[src/rtl/dca_pkg.sv]
package dca_pkg;
  typedef enum logic [1:0] {
    ST_ARB  = 2'd0,
    ST_REQ  = 2'd1,
    ST_GNT1 = 2'd2,
    ST_GNT2 = 2'd3
  } dca_state_t;
endpackage

[src/rtl/dca_rr_pick.sv]
module dca_rr_pick #(
  parameter int NUM_CH = 4,
  localparam int IDX_W = $clog2(NUM_CH)
) (
  input  logic [NUM_CH-1:0] req,
  input  logic [IDX_W-1:0]  ptr,
  input  logic              hp_en,
  input  logic [IDX_W-1:0]  hp_sel,
  output logic              any,
  output logic              hp_win,
  output logic [IDX_W-1:0]  win
);
  logic [IDX_W-1:0] rr_win;

  always_comb begin
    rr_win = ptr;
    for (int k = NUM_CH - 1; k >= 0; k--) begin
      int j;
      j = int'(ptr) + k;
      if (j >= NUM_CH) j = j - NUM_CH;
      if (req[j]) rr_win = IDX_W'(j);
    end
  end

  assign any    = |req;
  assign hp_win = hp_en && req[hp_sel];
  assign win    = hp_win ? hp_sel : rr_win;
endmodule

[src/rtl/dca_pair_check.sv]
module dca_pair_check #(
  parameter int NUM_CH    = 4,
  parameter int TYPE_W    = 2,
  parameter int DEST_W    = 3,
  parameter int CRED_W    = 5,
  parameter int CMD_COST  = 1,
  parameter int DATA_COST = 4,
  localparam int IDX_W = $clog2(NUM_CH)
) (
  input  logic [IDX_W-1:0]         owner,
  input  logic                     dbl_en,
  input  logic [NUM_CH-1:0]        nxt_vld,
  input  logic [NUM_CH*TYPE_W-1:0] cur_type,
  input  logic [NUM_CH*DEST_W-1:0] cur_dest,
  input  logic [NUM_CH*TYPE_W-1:0] nxt_type,
  input  logic [NUM_CH*DEST_W-1:0] nxt_dest,
  input  logic [CRED_W-1:0]        cmd_cred,
  input  logic [CRED_W-1:0]        data_cred,
  output logic                     pair_ok
);
  localparam int CMD_NEED  = 2 * CMD_COST;
  localparam int DATA_NEED = 2 * DATA_COST;

  logic [NUM_CH-1:0] same_kind;
  logic              cred_ok;

  for (genvar g = 0; g < NUM_CH; g++) begin : g_cmp
    assign same_kind[g] = nxt_vld[g]
      && (cur_type[g*TYPE_W +: TYPE_W] == nxt_type[g*TYPE_W +: TYPE_W])
      && (cur_dest[g*DEST_W +: DEST_W] == nxt_dest[g*DEST_W +: DEST_W]);
  end

  assign cred_ok = (int'(cmd_cred) >= CMD_NEED) && (int'(data_cred) >= DATA_NEED);
  assign pair_ok = dbl_en && same_kind[owner] && cred_ok;
endmodule

[src/rtl/dma_chan_arb.sv]
module dma_chan_arb #(
  parameter int NUM_CH    = 4,
  parameter int TYPE_W    = 2,
  parameter int DEST_W    = 3,
  parameter int CRED_W    = 5,
  parameter int CMD_COST  = 1,
  parameter int DATA_COST = 4,
  localparam int IDX_W = $clog2(NUM_CH)
) (
  input  logic                     clk,
  input  logic                     rst,
  input  logic                     cfg_dbl_en,
  input  logic                     cfg_hp_en,
  input  logic [IDX_W-1:0]         cfg_hp_sel,
  input  logic [NUM_CH-1:0]        ch_req,
  input  logic [NUM_CH*TYPE_W-1:0] ch_type,
  input  logic [NUM_CH*DEST_W-1:0] ch_dest,
  input  logic [NUM_CH-1:0]        ch_nxt_vld,
  input  logic [NUM_CH*TYPE_W-1:0] ch_nxt_type,
  input  logic [NUM_CH*DEST_W-1:0] ch_nxt_dest,
  input  logic [CRED_W-1:0]        up_cmd_cred,
  input  logic [CRED_W-1:0]        up_data_cred,
  input  logic                     up_gnt,
  output logic                     up_req,
  output logic [NUM_CH-1:0]        ch_gnt
);
  import dca_pkg::*;

  dca_state_t       st;
  logic [IDX_W-1:0] ptr;
  logic [IDX_W-1:0] owner;
  logic             dbl_q;
  logic             pick_any;
  logic             pick_hp;
  logic [IDX_W-1:0] pick_win;
  logic             pair_ok;

  dca_rr_pick #(.NUM_CH(NUM_CH)) u_pick (
    .req    (ch_req),
    .ptr    (ptr),
    .hp_en  (cfg_hp_en),
    .hp_sel (cfg_hp_sel),
    .any    (pick_any),
    .hp_win (pick_hp),
    .win    (pick_win)
  );

  dca_pair_check #(
    .NUM_CH(NUM_CH), .TYPE_W(TYPE_W), .DEST_W(DEST_W),
    .CRED_W(CRED_W), .CMD_COST(CMD_COST), .DATA_COST(DATA_COST)
  ) u_pair (
    .owner     (owner),
    .dbl_en    (cfg_dbl_en),
    .nxt_vld   (ch_nxt_vld),
    .cur_type  (ch_type),
    .cur_dest  (ch_dest),
    .nxt_type  (ch_nxt_type),
    .nxt_dest  (ch_nxt_dest),
    .cmd_cred  (up_cmd_cred),
    .data_cred (up_data_cred),
    .pair_ok   (pair_ok)
  );

  always_ff @(posedge clk) begin
    if (rst) begin
      st     <= ST_ARB;
      ptr    <= '0;
      owner  <= '0;
      dbl_q  <= 1'b0;
      up_req <= 1'b0;
      ch_gnt <= '0;
    end else begin
      unique case (st)
        ST_ARB: begin
          if (pick_any) begin
            owner  <= pick_win;
            up_req <= 1'b1;
            st     <= ST_REQ;
            if (!pick_hp) begin
              ptr <= (pick_win == IDX_W'(NUM_CH - 1)) ? '0 : pick_win + 1'b1;
            end
          end
        end
        ST_REQ: begin
          if (up_gnt) begin
            up_req <= 1'b0;
            ch_gnt <= NUM_CH'(1) << owner;
            dbl_q  <= pair_ok;
            st     <= ST_GNT1;
          end
        end
        ST_GNT1: begin
          if (dbl_q) begin
            st <= ST_GNT2;
          end else begin
            ch_gnt <= '0;
            st     <= ST_ARB;
          end
        end
        ST_GNT2: begin
          ch_gnt <= '0;
          st     <= ST_ARB;
        end
        default: st <= ST_ARB;
      endcase
    end
  end
endmodule

[config.mk]
export PLATFORM = sky130hd
export DESIGN_NAME = dma_chan_arb
export DESIGN_NICKNAME = d
export VERILOG_FILES = /design/src/rtl/dca_pkg.sv /design/src/rtl/dca_rr_pick.sv /design/src/rtl/dca_pair_check.sv /design/src/rtl/dma_chan_arb.sv
export SDC_FILE = /design/constraint.sdc
export NUM_CORES = 1
export LEC_CHECK = 0
export BUFFER_PORTS_ARGS = -buffer_cell sky130_fd_sc_hd__buf_4
export CAP_MARGIN = 10
export CORE_MARGIN = 3
export CORE_UTILIZATION = 41
export CTS_CLUSTER_DIAMETER = 120
export DETAILED_ROUTE_END_ITERATION = 10
export HOLD_SLACK_MARGIN = 0.12
export PLACE_DENSITY = 0.95
export REMOVE_ABC_BUFFERS = 1
export SYNTH_ARGS = -nofsm -noshare
export SYNTH_HDL_FRONTEND = slang
export SYNTH_SLANG_ARGS = --single-unit
[constraint.sdc]
create_clock -name clk -period 3.55 [get_ports clk]
set_clock_uncertainty 0.15 [all_clocks]
set_input_delay 0.1775 -clock clk [delete_from_list [all_inputs] [get_ports clk]]
set_output_delay 0.1775 -clock clk [all_outputs]
set_load 0.03 [all_outputs]
* Word-level counts from Yosys, hierarchy flattened
Index checks and enable logic that the tools add are counted.
Operators by class: reduce and logical (&&, ||, !) cells 22, equality and inequality tests 15, $lt $le $gt $ge 12, add/sub/neg operators 8, shift-type cells 1, bitwise gates (word level) 1, muxes and demuxes 36
Operators by type and width (count):
- 32-bit by 4-bit less-than comparator with 1-bit output, second input constant | 4
- 32-bit 2-to-1 mux | 4
- 32-bit by 4-bit >= comparator with 1-bit output, second input constant | 3
- 32-bit by 4-bit subtractor with 32-bit output, second input constant | 3
- 2-bit 2-to-1 mux | 9
- 1-bit binary-select mux with 2-bit select | 6
- 3-bit == test | 4
- 1-bit logical AND | 12
- 1-bit 2-to-1 mux | 12
- 4-bit case mux with 3 select lines | 1
- 3-bit AND reduction | 3
- 2-bit == test | 4
- 4-bit 2-to-1 mux | 2
- 2-bit case mux with 4 select lines | 1
- 2-bit by 2-bit adder with 3-bit output, second input constant | 2
- 2-bit == test, second input constant | 3
- 2-bit by 3-bit less-than comparator with 1-bit output, second input constant | 2
- 2-bit inequality test, second input constant | 3
- 2-bit AND reduction | 3
- 5-bit by 2-bit >= comparator with 1-bit output, second input constant | 1
- 5-bit by 4-bit >= comparator with 1-bit output, second input constant | 1
- 4-bit OR reduction | 1
- 1-bit by 2-bit left shift with 4-bit output, first input constant | 1
- 2-bit by 3-bit subtractor with 4-bit output, second input constant | 1
- other kinds (9) | 9
Storage, ports and cells: output and inout port bits 5, word-level logic and storage cells 101, input port bits 65, register bits after elaboration 12

* Longest topological paths before layout
Gate-level depths: netlist (run 1).
depth after elaboration 13, gate-level depth with buffers 5, depth with buffers taken out 5

* By module
Synthesis (run 1) repeated with hierarchy kept, for this count alone.
Second synthesis, totals: cells, all modules 113, area, all modules 940.9 um^2
By module, submodules not included:
- dma_chan_arb | times used 1, area each 510.5 um^2, sequential area each 240.2 um^2, cells each 54
- dca_pair_check | times used 1, area each 265.3 um^2, sequential area each 0.0 um^2, cells each 34
- dca_rr_pick | times used 1, area each 165.2 um^2, sequential area each 0.0 um^2, cells each 25

* Least setup slack after synthesis (run 1)
Ideal clock, no wire load.
path type register to register, start point reg ptr[1], end point reg ptr[1], setup time 0.079 ns, period minus slack after synthesis 1.539 ns, path buffers 0, data required time 3.321 ns, cell stages (with the launch flop) 6, setup slack 2.011 ns, arrival 1.309 ns, path through dfxtp_1 or3_2 o2111ai_1 nand2_1 xnor2_1 a211oi_2
On the way: word-level cells in the longest chain between the ends 13, elaborated cells on any way between the ends 35, classes of those cells 8 x add/sub; 4 x order compare; 1 x eq/ne; 22 x mux
RTL lines:
- start: declaration | RTL line dma_chan_arb.sv:30 | logic [IDX_W-1:0] ptr;
- start signal: assignment | RTL line dma_chan_arb.sv:80 | ptr <= (pick_win == IDX_W'(NUM_CH - 1)) ? '0 : pick_win + 1'b1;
- 2-bit by 2-bit adder with 3-bit output | RTL line dca_rr_pick.sv:19 | j = int'(ptr) + k;
- 32-bit by 4-bit subtractor with 32-bit output / 32-bit by 4-bit >= comparator with 1-bit output (equally long branches) | RTL line dca_rr_pick.sv:20 | if (j >= NUM_CH) j = j - NUM_CH;
- 32-bit 2-to-1 mux | RTL line dca_rr_pick.sv:20
- 1-bit binary-select mux with 2-bit select | RTL line dca_rr_pick.sv:21 | if (req[j]) rr_win = IDX_W'(j);
- 1-bit 2-to-1 mux (implied by the code) (2 in series) | RTL line dca_rr_pick.sv:21
- 2-bit 2-to-1 mux (3 in series) | RTL line dca_rr_pick.sv:21
- 2-bit 2-to-1 mux (*) | RTL line dca_rr_pick.sv:21
- 2-bit 2-to-1 mux (*) | RTL line dca_rr_pick.sv:27 | assign win = hp_win ? hp_sel : rr_win;
- 2-bit by 1-bit adder with 2-bit output / 2-bit == test (equally long branches) | RTL line dma_chan_arb.sv:80
- 2-bit 2-to-1 mux (*) | RTL line dma_chan_arb.sv:80
Every way passes the cells marked *; elsewhere a longest branch is shown, timed or not. The select of a mux whose other input is x is not followed. A chain may end at the register's enable or synchronous reset.

* Final worst setup path (run 1)
start point in cfg_hp_sel[0], end point reg owner[1]
On the way: word-level cells in the longest chain between the ends 4
RTL lines:
- start: declaration | RTL line dma_chan_arb.sv:14 | input logic [IDX_W-1:0] cfg_hp_sel,
- 1-bit binary-select mux with 2-bit select | RTL line dca_rr_pick.sv:26 | assign hp_win = hp_en && req[hp_sel];
- 1-bit 2-to-1 mux (implied by the code) | RTL line dca_rr_pick.sv:26
- 1-bit logical AND | RTL line dca_rr_pick.sv:26
- 2-bit 2-to-1 mux | RTL line dca_rr_pick.sv:27
- end signal: assignment | RTL line dma_chan_arb.sv:76 | owner <= pick_win;
- end: declaration | RTL line dma_chan_arb.sv:31 | logic [IDX_W-1:0] owner;
No other way between the ends. The select of a mux whose other input is x is not followed.

==> results.md, run 1 <==
Outcome:
- The flow ran to the end, and the final reports show no timing, DRC or antenna violations.

Global route:
- The total global routing overflow is 0.
- Entering global routing, the biggest net connects 14 pins.
- The number of antenna violations at the first check in global routing came to 0.
- For this run, global-route usage on met1 was measured as 0.230.
- The first global-routing pass estimated between 4 and 5 mm of wire.
- For this run, the total global-route usage over all layers was measured as 0.239.
- The met2 track demand over resource in global routing is 0.504.
- For this run, global-route usage on met3 was measured as 0.0427.
- The via count of the first global-routing pass came to ~1100.
- The busiest metal layer after global routing is met2.

STA:
- The count of final hold-check violations came to 0.
- In the post-route analysis, the smallest setup slack over all paths is about 1700 ps.
- The count of final max-slew check failures is 0.
- The setup violation total in the final timing report is 0.
- Dividing the final minimum period by the clock period gives 0.525.
- The final hold slack is ~150 ps.
- At the pin with the least slew margin, the transition time is around 600 ps.
- The minimum period implied by the final worst setup slack is roughly 1900 ps.
- Static timing analysis puts the maximum clock frequency at between 500 and 600 MHz.
- The remaining max-slew budget at the tightest pin is 0.595.
- The setup total negative slack is 0 ps.
- Setup repair after global routing left no endpoint under its margin.

Routing:
- For this run, the detailed router's first-pass iteration total came to 4.
- The number of remaining DRC errors is 0.
- The remaining antenna violation count is 0.
- The total detailed-routing wirelength is about 3.0 mm.
- The average detailed-routed wire length per instance is 15.1 microns.
- In the routed layout, each cell is associated on average with a via count of ~5.2.
- The routed layout has approximately 1000 vias.
- The number of violations reported at the end of detailed-routing iteration 0 is 26.

Setup path:
- Walking the worst path, the cells encountered are dlygate4sd3_1 > buf_4 > mux4_2 > nand2_2 > mux2i_1 > a211oi_1.
- The category of the critical setup timing path is in -> reg.
- The arrival time reported for the critical path endpoint is ~1900 ps.
- The startpoint of the most critical register-to-register path is ptr[1].
- The largest single stage delay on the critical path is 530 ps.
- The worst register-to-register path has a depth of 5.
- The slowest cell on the critical path is sky130_fd_sc_hd__dlygate4sd3_1.
- Along the worst path, the maximum fanout reaches 3.
- The first element of the critical path is cfg_hp_sel[0].
- The type of origin of the critical path is a primary input.
- In this run the register-to-register setup slack is 1860 ps.
- STA classifies the critical path endpoint as a register.
- The endpoint of the worst-slack reg-to-reg timing path is owner[1].
- The worst path required time is 3560 ps.

Synthesis:
- The count of warnings emitted by yosys is 0.
- The distinct cell type count of the synthesized netlist is 35.
- In the synthesized netlist, the number of instances is around 100.
- The fraction of registers with async set/reset is 0.
- The sequential area share after synthesis is 0.274.
- The number of synthesized flops with an enable pin is 0.
- Each instance of the synthesized netlist takes up on average 8.60 sq um.
- After synthesis the cells add up to ~900 sq um.
- Synthesis inferred 12 register bits.
- The leading register cell type out of synthesis is sky130_fd_sc_hd__dfxtp_1.

Placement:
- Input and output buffers added on the ports amount to 65.
- The cell area after placement is roughly 1400 sq um.
- The placed wire-length estimate after detailed placement is 2.41 mm.
- Routability-driven placement finished with a final weighted congestion of ~0.74.
- The placed instance count is between 150 and 200.
- OpenSTA, run right after detailed placement, puts the worst setup slack at 1910 ps.

Worst hold path:
- The worst hold path startpoint is ch_nxt_vld[2].
- In this run the worst hold path is classified as in -> reg.
- For hold timing, the worst endpoint is dbl_q.
- The cell depth of the worst min-delay path is 4.

Floorplanning:
- Row generation in the floorplan step produced 16 rows.
- The initial utilization of the core area, before any placement, comes to 0.438.
- After floorplanning, the core was sized to cover 2000 sq um.
- In this run the horizontal extent of the chip is about 52 microns.
- The number of primary I/O pins is 70.
- The die area is between 2000 and 3000 sq um.
- The vertical die dimension is about 52 microns.

Power:
- The power per cell area is about 300 nW/um^2.
- VDD sags by at most 0.214 mV.
- Summed over all cells, the static leakage comes to between 0.6 and 0.7 nW.
- The total power draw is between 0.4 and 0.5 mW.

Cells and area:
- The utilization after layout is 0.728.
- From synthesis to final layout, the design area changed by 66.2%.
- The post-layout net count is 238.
- 0 antenna diodes ended up in the layout.
- The layout has roughly 160 filler cells.
- Excluding fillers, the count of instances in the completed layout stands at approximately 200.
- The area of all placed cells without fillers is between 1000 and 1500 sq um.
- Of the cells placed in the final design, the portion with a size suffix greater than 1 is 0.465.

Clock network:
- The clock network latency to the later pin of the worst-skew pair is 270 ps.
- The CTS tree is done.
- The number of H-tree levels is 1.
- TritonCTS created 3 clock buffers.
- The clock passes through at most 2 buffers.
- For this design, the CTS-stage hold fixing added 3 buffers.
- The clock net in this run drives a total of 12 sinks.
- The post-CTS setup-driven buffer insertion count is 0.
- The cell at the root of the clock tree is sky130_fd_sc_hd__clkbuf_4.
- The clock-pin slew on the worst setup and hold paths is 70 ps.
- After clock tree synthesis, the repair step resized 0 gates.

Flow run:
- Max-cap violations in this run came to 0.
flip-flops by register name, summed over array words and instances, names as in the netlist:
register,cells
ch_gnt,4
st,2
dbl_q,1
up_req,1
ptr,2
owner,2
layout by cell type (no fill, tap or decap), drive strengths merged, types with 2 or more instances in the layout:
cell type	n
nand2	5
a32oi	4
clkbuf	4
nor2	13
a21oi	3
buf	65
inv	3
nand3	4
and2	2
dlygate4sd3	3
a211oi	3
a311oi	4
nand2b	2
o21ai	2
nor4	6
xnor2	5
nor2b	2
a21boi	2
xor2	16
dfxtp	12
metal layers:
metal / vias up / share of wire
met5: - / 0
li1: 517 / -
met3: 6 / 0.032
met2: 29 / 0.61
met1: 492 / 0.35
met4: 0 / 0.016
final cells by class:
class / count / area (sq um) / share of cell area
Multi-Input combinational cell: 85 / 618 / 0.424
Timing Repair Buffer: 68 / 518 / 0.355
Sequential cell: 12 / 240 / 0.165
Clock buffer: 4 / 36.3 / 0.0249
Tap cell: 27 / 33.8 / 0.0232
Inverter: 3 / 11.3 / 0.00773
worst max-delay path by stage:
stage               end
2_1_floorplan    ptr[1]
6_report       owner[1]
4_1_cts        owner[1]
5_1_grt        owner[1]
3_3_place_gp     ptr[1]
3_5_place_dp     ptr[1]
synth_stat cells, drive strengths merged, types with 2 or more instances:
| cell | n | share of area |
|---|---|---|
| a211oi | 3 | 0.037 |
| a21boi | 2 | 0.017 |
| a21oi | 3 | 0.017 |
| a311oi | 4 | 0.040 |
| a32oi | 4 | 0.040 |
| and2 | 2 | 0.017 |
| dfxtp | 12 | 0.27 |
| inv | 3 | 0.013 |
| nand2 | 5 | 0.024 |
| nand2b | 2 | 0.014 |
| nand3 | 4 | 0.023 |
| nor2 | 13 | 0.061 |
| nor2b | 2 | 0.014 |
| nor4 | 6 | 0.043 |
| o21ai | 2 | 0.011 |
| xnor2 | 5 | 0.050 |
| xor2 | 16 | 0.16 |
critical path: cells and delay by family:
family,cells,cell delay (ps)
buf+inv,2,660
simple gates,1,110
compound gates,1,310
mux,2,610
power by group:
group          leakage, nW  switching (mW)  internal, mW
registers           0.0986          0.0139         0.146
clock network       0.0210          0.0443        0.0623
logic                0.551          0.0699        0.0903
total                0.671           0.128         0.298
logic make-up (layout without fill, tap and decap cells):
logic type	Yosys count	after routing	synth area share
AOI/OAI and AO/OA	22	22	0.207
DFF	12	12	0.274
muxes	2	2	0.0371
and+or+nand+nor	40	40	0.251
buffers and inverters	5	75	0.0214
xor gates and xnor gates	21	21	0.210
Note: power is estimated with default switching activity, not from simulation.
==> run 2, diff against run 1 <==
--- a/config.mk
+++ b/config.mk
@@ -8,11 +8,11 @@
 export BUFFER_PORTS_ARGS = -buffer_cell sky130_fd_sc_hd__buf_4
 export CAP_MARGIN = 10
 export CORE_MARGIN = 3
-export CORE_UTILIZATION = 41
+export CORE_UTILIZATION = 38
 export CTS_CLUSTER_DIAMETER = 120
 export DETAILED_ROUTE_END_ITERATION = 10
 export HOLD_SLACK_MARGIN = 0.12
-export PLACE_DENSITY = 0.95
+export PLACE_DENSITY = 0.9
 export REMOVE_ABC_BUFFERS = 1
 export SYNTH_ARGS = -nofsm -noshare
 export SYNTH_HDL_FRONTEND = slang
==> constraint.sdc (replaced) <==
create_clock -name clk -period 1.8 [get_ports clk]
set_clock_uncertainty 0.15 [all_clocks]
set_input_delay 0.09 -clock clk [delete_from_list [all_inputs] [get_ports clk]]
set_output_delay 0.09 -clock clk [all_outputs]
set_load 0.03 [all_outputs]
==> run 2 against run 1 <==
Compared with the run above:
- die area increased by 7.0%
- clock power up 56%
- critical path type unchanged
- critical path depth up 1
- critical endpoint unchanged
- core utilization up 1.9 points
- sequential cell count stayed put
- worst hold slack got worse by 16 ps
==> results.md, run 2 (synthesis gave the netlist of run 1 again) <==
Global route:
- The pin count of the biggest net entering global routing is 14 (unchanged).
- The global-route wire length before repair is 4.60 mm (-4.3%).
- The total global routing overflow is 0 (unchanged).
- The via count of the first global-routing pass is 1098 (+0.92%).
- The number of antenna violations at the first check in global routing is 0 (unchanged).
- The overall track demand over capacity in global routing came to 0.215 (-0.0235).

Cells and area:
- In the layout the commonest cells are sky130_fd_sc_hd__buf_4 (65), sky130_fd_sc_hd__xor2_1 (16), sky130_fd_sc_hd__dfxtp_1 (12).
- From synthesis to final layout, the design area changed by 75.7%.
- The layout cell share with drive strength beyond 1 is 0.466 (+0.00118).
- The most common cell after layout, fill and taps aside is sky130_fd_sc_hd__buf_4.
- The number of flip-flops under the largest register name is 4 (unchanged).
- The filler cell count is 151 (-3.8%).
- The diode insertion count for antenna repair is 0 (unchanged).
- The register with the most flip-flops in the final layout is ch_gnt.
- The utilization after layout was 0.748 (+0.0194).
- The post-layout net count is 245 (+2.9%).

Routing:
- The remaining antenna violation count is 0 (unchanged).
- The via total after detailed routing is 1095 (+4.9%).
- The first-pass detailed-route iteration total was 4 (unchanged).
- The ratio of routed vias to standard cells is 5.34 (+1.8%).
- The average detailed-routed wire length per instance is 15.1 microns (+0.11%).
- The total detailed-routing wirelength is 3.10 mm (+3.1%).
- The number of violations reported at the end of detailed-routing iteration 0 was 31 (+19%).
- The number of remaining DRC errors came to 0 (unchanged).

Setup path:
- The worst-case register-to-register setup slack came to 160 ps (-1700 ps).
- The delay contributed by the slowest stage of the critical path is 550 ps (+20 ps).
- The critical path goes through dlygate4sd3_1 > buf_4 > or3_2 > o2111ai_2 > nand2_2 > mux2i_1 > a211oi_1.
- The type of origin of the critical path is a primary input.
- The kind of cell with the highest combined delay along the critical path is buffers and inverters.
- For this design, the slowest cell found on the critical path is sky130_fd_sc_hd__dlygate4sd3_1.
- The arrival time reported for the critical path endpoint is 1760 ps (-120 ps).
- The highest fanout seen on the critical path is 6 (+3).
- The startpoint of the most critical register-to-register path is ptr[1].
- The worst path required time was 1790 ps (-1770 ps).
- The worst setup path is captured at a register.
- The first element of the critical path is ch_req[2].
- The number of buffers and inverters on the critical path came to 2 (unchanged).
- The worst setup path is of the in -> reg kind.

Clock network:
- The CTS tree is done.
- The CTS sink count is 12 (unchanged).
- The maximum count of clock buffers along a single path is 2 (unchanged).
- The post-CTS setup-driven buffer insertion count came to 0 (unchanged).
- The clock network latency to the later pin of the worst-skew pair is 280 ps (about the same).
- The clock buffer count from CTS came to 3 (unchanged).
- The clock-pin slew on the worst setup and hold paths is 70 ps (about the same).
- The cell at the root of the clock tree is sky130_fd_sc_hd__clkbuf_4.
- The number of H-tree levels is 1 (unchanged).

Power:
- The worst supply voltage drop on vdd is 0.524 mV (+140%).
- The total power draw is 0.825 mW (+93%).
- The leakage power of the design is 0.704 nW (+5.0%).
- The power per cell area is 535 nW/um^2 (+83%).

STA:
- The measured slew at the worst slew-check pin is 578 ps (-23.8 ps).
- The setup total negative slack is 0 ps (unchanged).
- The final hold slack came to 137 ps (-16.2 ps).
- Dividing the final minimum period by the clock period gives 0.984.
- The setup violation total in the final timing report is 0 (unchanged).
- The timing-limited maximum frequency is 565 MHz.
- The routed design could run at a clock period as short as approximately 1800 ps.
- The final worst setup slack is 29.4 ps (-1660 ps).
- The count of final hold-check violations is 0 (unchanged).
- The remaining max-slew budget at the tightest pin was 0.611 (+0.0160).
- The count of final max-slew check failures is 0 (unchanged).

Placement:
- The placed wire-length estimate after detailed placement was 2.44 mm (+1.5%).
- The final weighted congestion in routability-driven placement is 0.723 (-2.6%).
- The worst setup timing slack at the placement stage is 174 ps (-1740 ps).
- The number of buffers added on ports is 65 (unchanged).

Floorplanning:
- The vertical die dimension is 54.0 microns (+3.4%).
- The die extent in x is 54.0 microns (+3.4%).
- The initial core utilization is 0.425 (-0.0128).
- The number of primary I/O pins was 70 (unchanged).
- The floorplan core area came to 2060 sq um (+3.0%).
- The number of core rows is 16 (unchanged).
- The die area was 2920 sq um (+7.0%).

Worst hold path:
- The worst hold path startpoint is cfg_dbl_en.
- In this run the worst hold path is classified as in -> reg.

Flow run:
- The total of max-cap violations is 0 (unchanged).

Outcome:
- The run finished with clean final reports.
run 2: cell count changes in the layout (fill, tap and decap cells not counted), sizes merged:
cell / before / now
clkbuf: 4 / 3
dlygate4sd3: 3 / 10
run 2: power breakdown:
| group | leakage (nW) | internal, mW | switching (mW) | total (mW) |
|---|---|---|---|---|
| sequential | 0.0986 | 0.287 | 0.0275 | 0.315 |
| clock | 0.0138 | 0.0776 | 0.0891 | 0.167 |
| combinational | 0.592 | 0.195 | 0.148 | 0.343 |
run 2: area by class of cell:
class | instances | area [sq um] | share of cell area
Clock buffer | 3 | 22.5 | 0.0146
Sequential cell | 12 | 240 | 0.156
Multi-Input combinational cell | 85 | 646 | 0.419
Inverter | 3 | 11.3 | 0.00731
Tap cell | 27 | 33.8 | 0.0219
Timing Repair Buffer | 75 | 588 | 0.381
run 2: per-layer routing:
layer	global-route usage	vias to the layer above	share of wire
met2	0.429	43	0.58
met4	0.0622	0	0.016
met1	0.213	512	0.34
met3	0.0554	6	0.059
li1	-	534	-
met5	0	-	0
run 2: stage by stage:
stage | instances | cell area [sq um]
2_1_floorplan | 100 | 870
3_3_place_gp | 192 | 1390
3_5_place_dp | 192 | 1390
4_1_cts | 205 | 1510
5_1_grt | 205 | 1540
6_report | 205 | 1540
run 2: path summary, 6_finish.rpt:
| kind | end | cells past startpoint |
|---|---|---|
| max | owner[1] | 7 |
| min | dbl_q | 3 |
| max reg2reg | owner[1] | 5 |
| min reg2reg | ch_gnt[1] | 2 |
run 2: timing repair:
item | in CTS | in global routing
hold buffers | 10 | 0
gates resized for setup | 0 | 5
endpoints found under the setup margin | 0 | 3
endpoints found under the hold margin | 12 | 0
run 2: worst register-to-register path, cell delays in order (launching register included):
cell and delay, ps:
sky130_fd_sc_hd__dfxtp_1 360, sky130_fd_sc_hd__or3_2 510, sky130_fd_sc_hd__o2111ai_2 100, sky130_fd_sc_hd__nand2_2 100, sky130_fd_sc_hd__mux2i_1 180, sky130_fd_sc_hd__a211oi_1 110
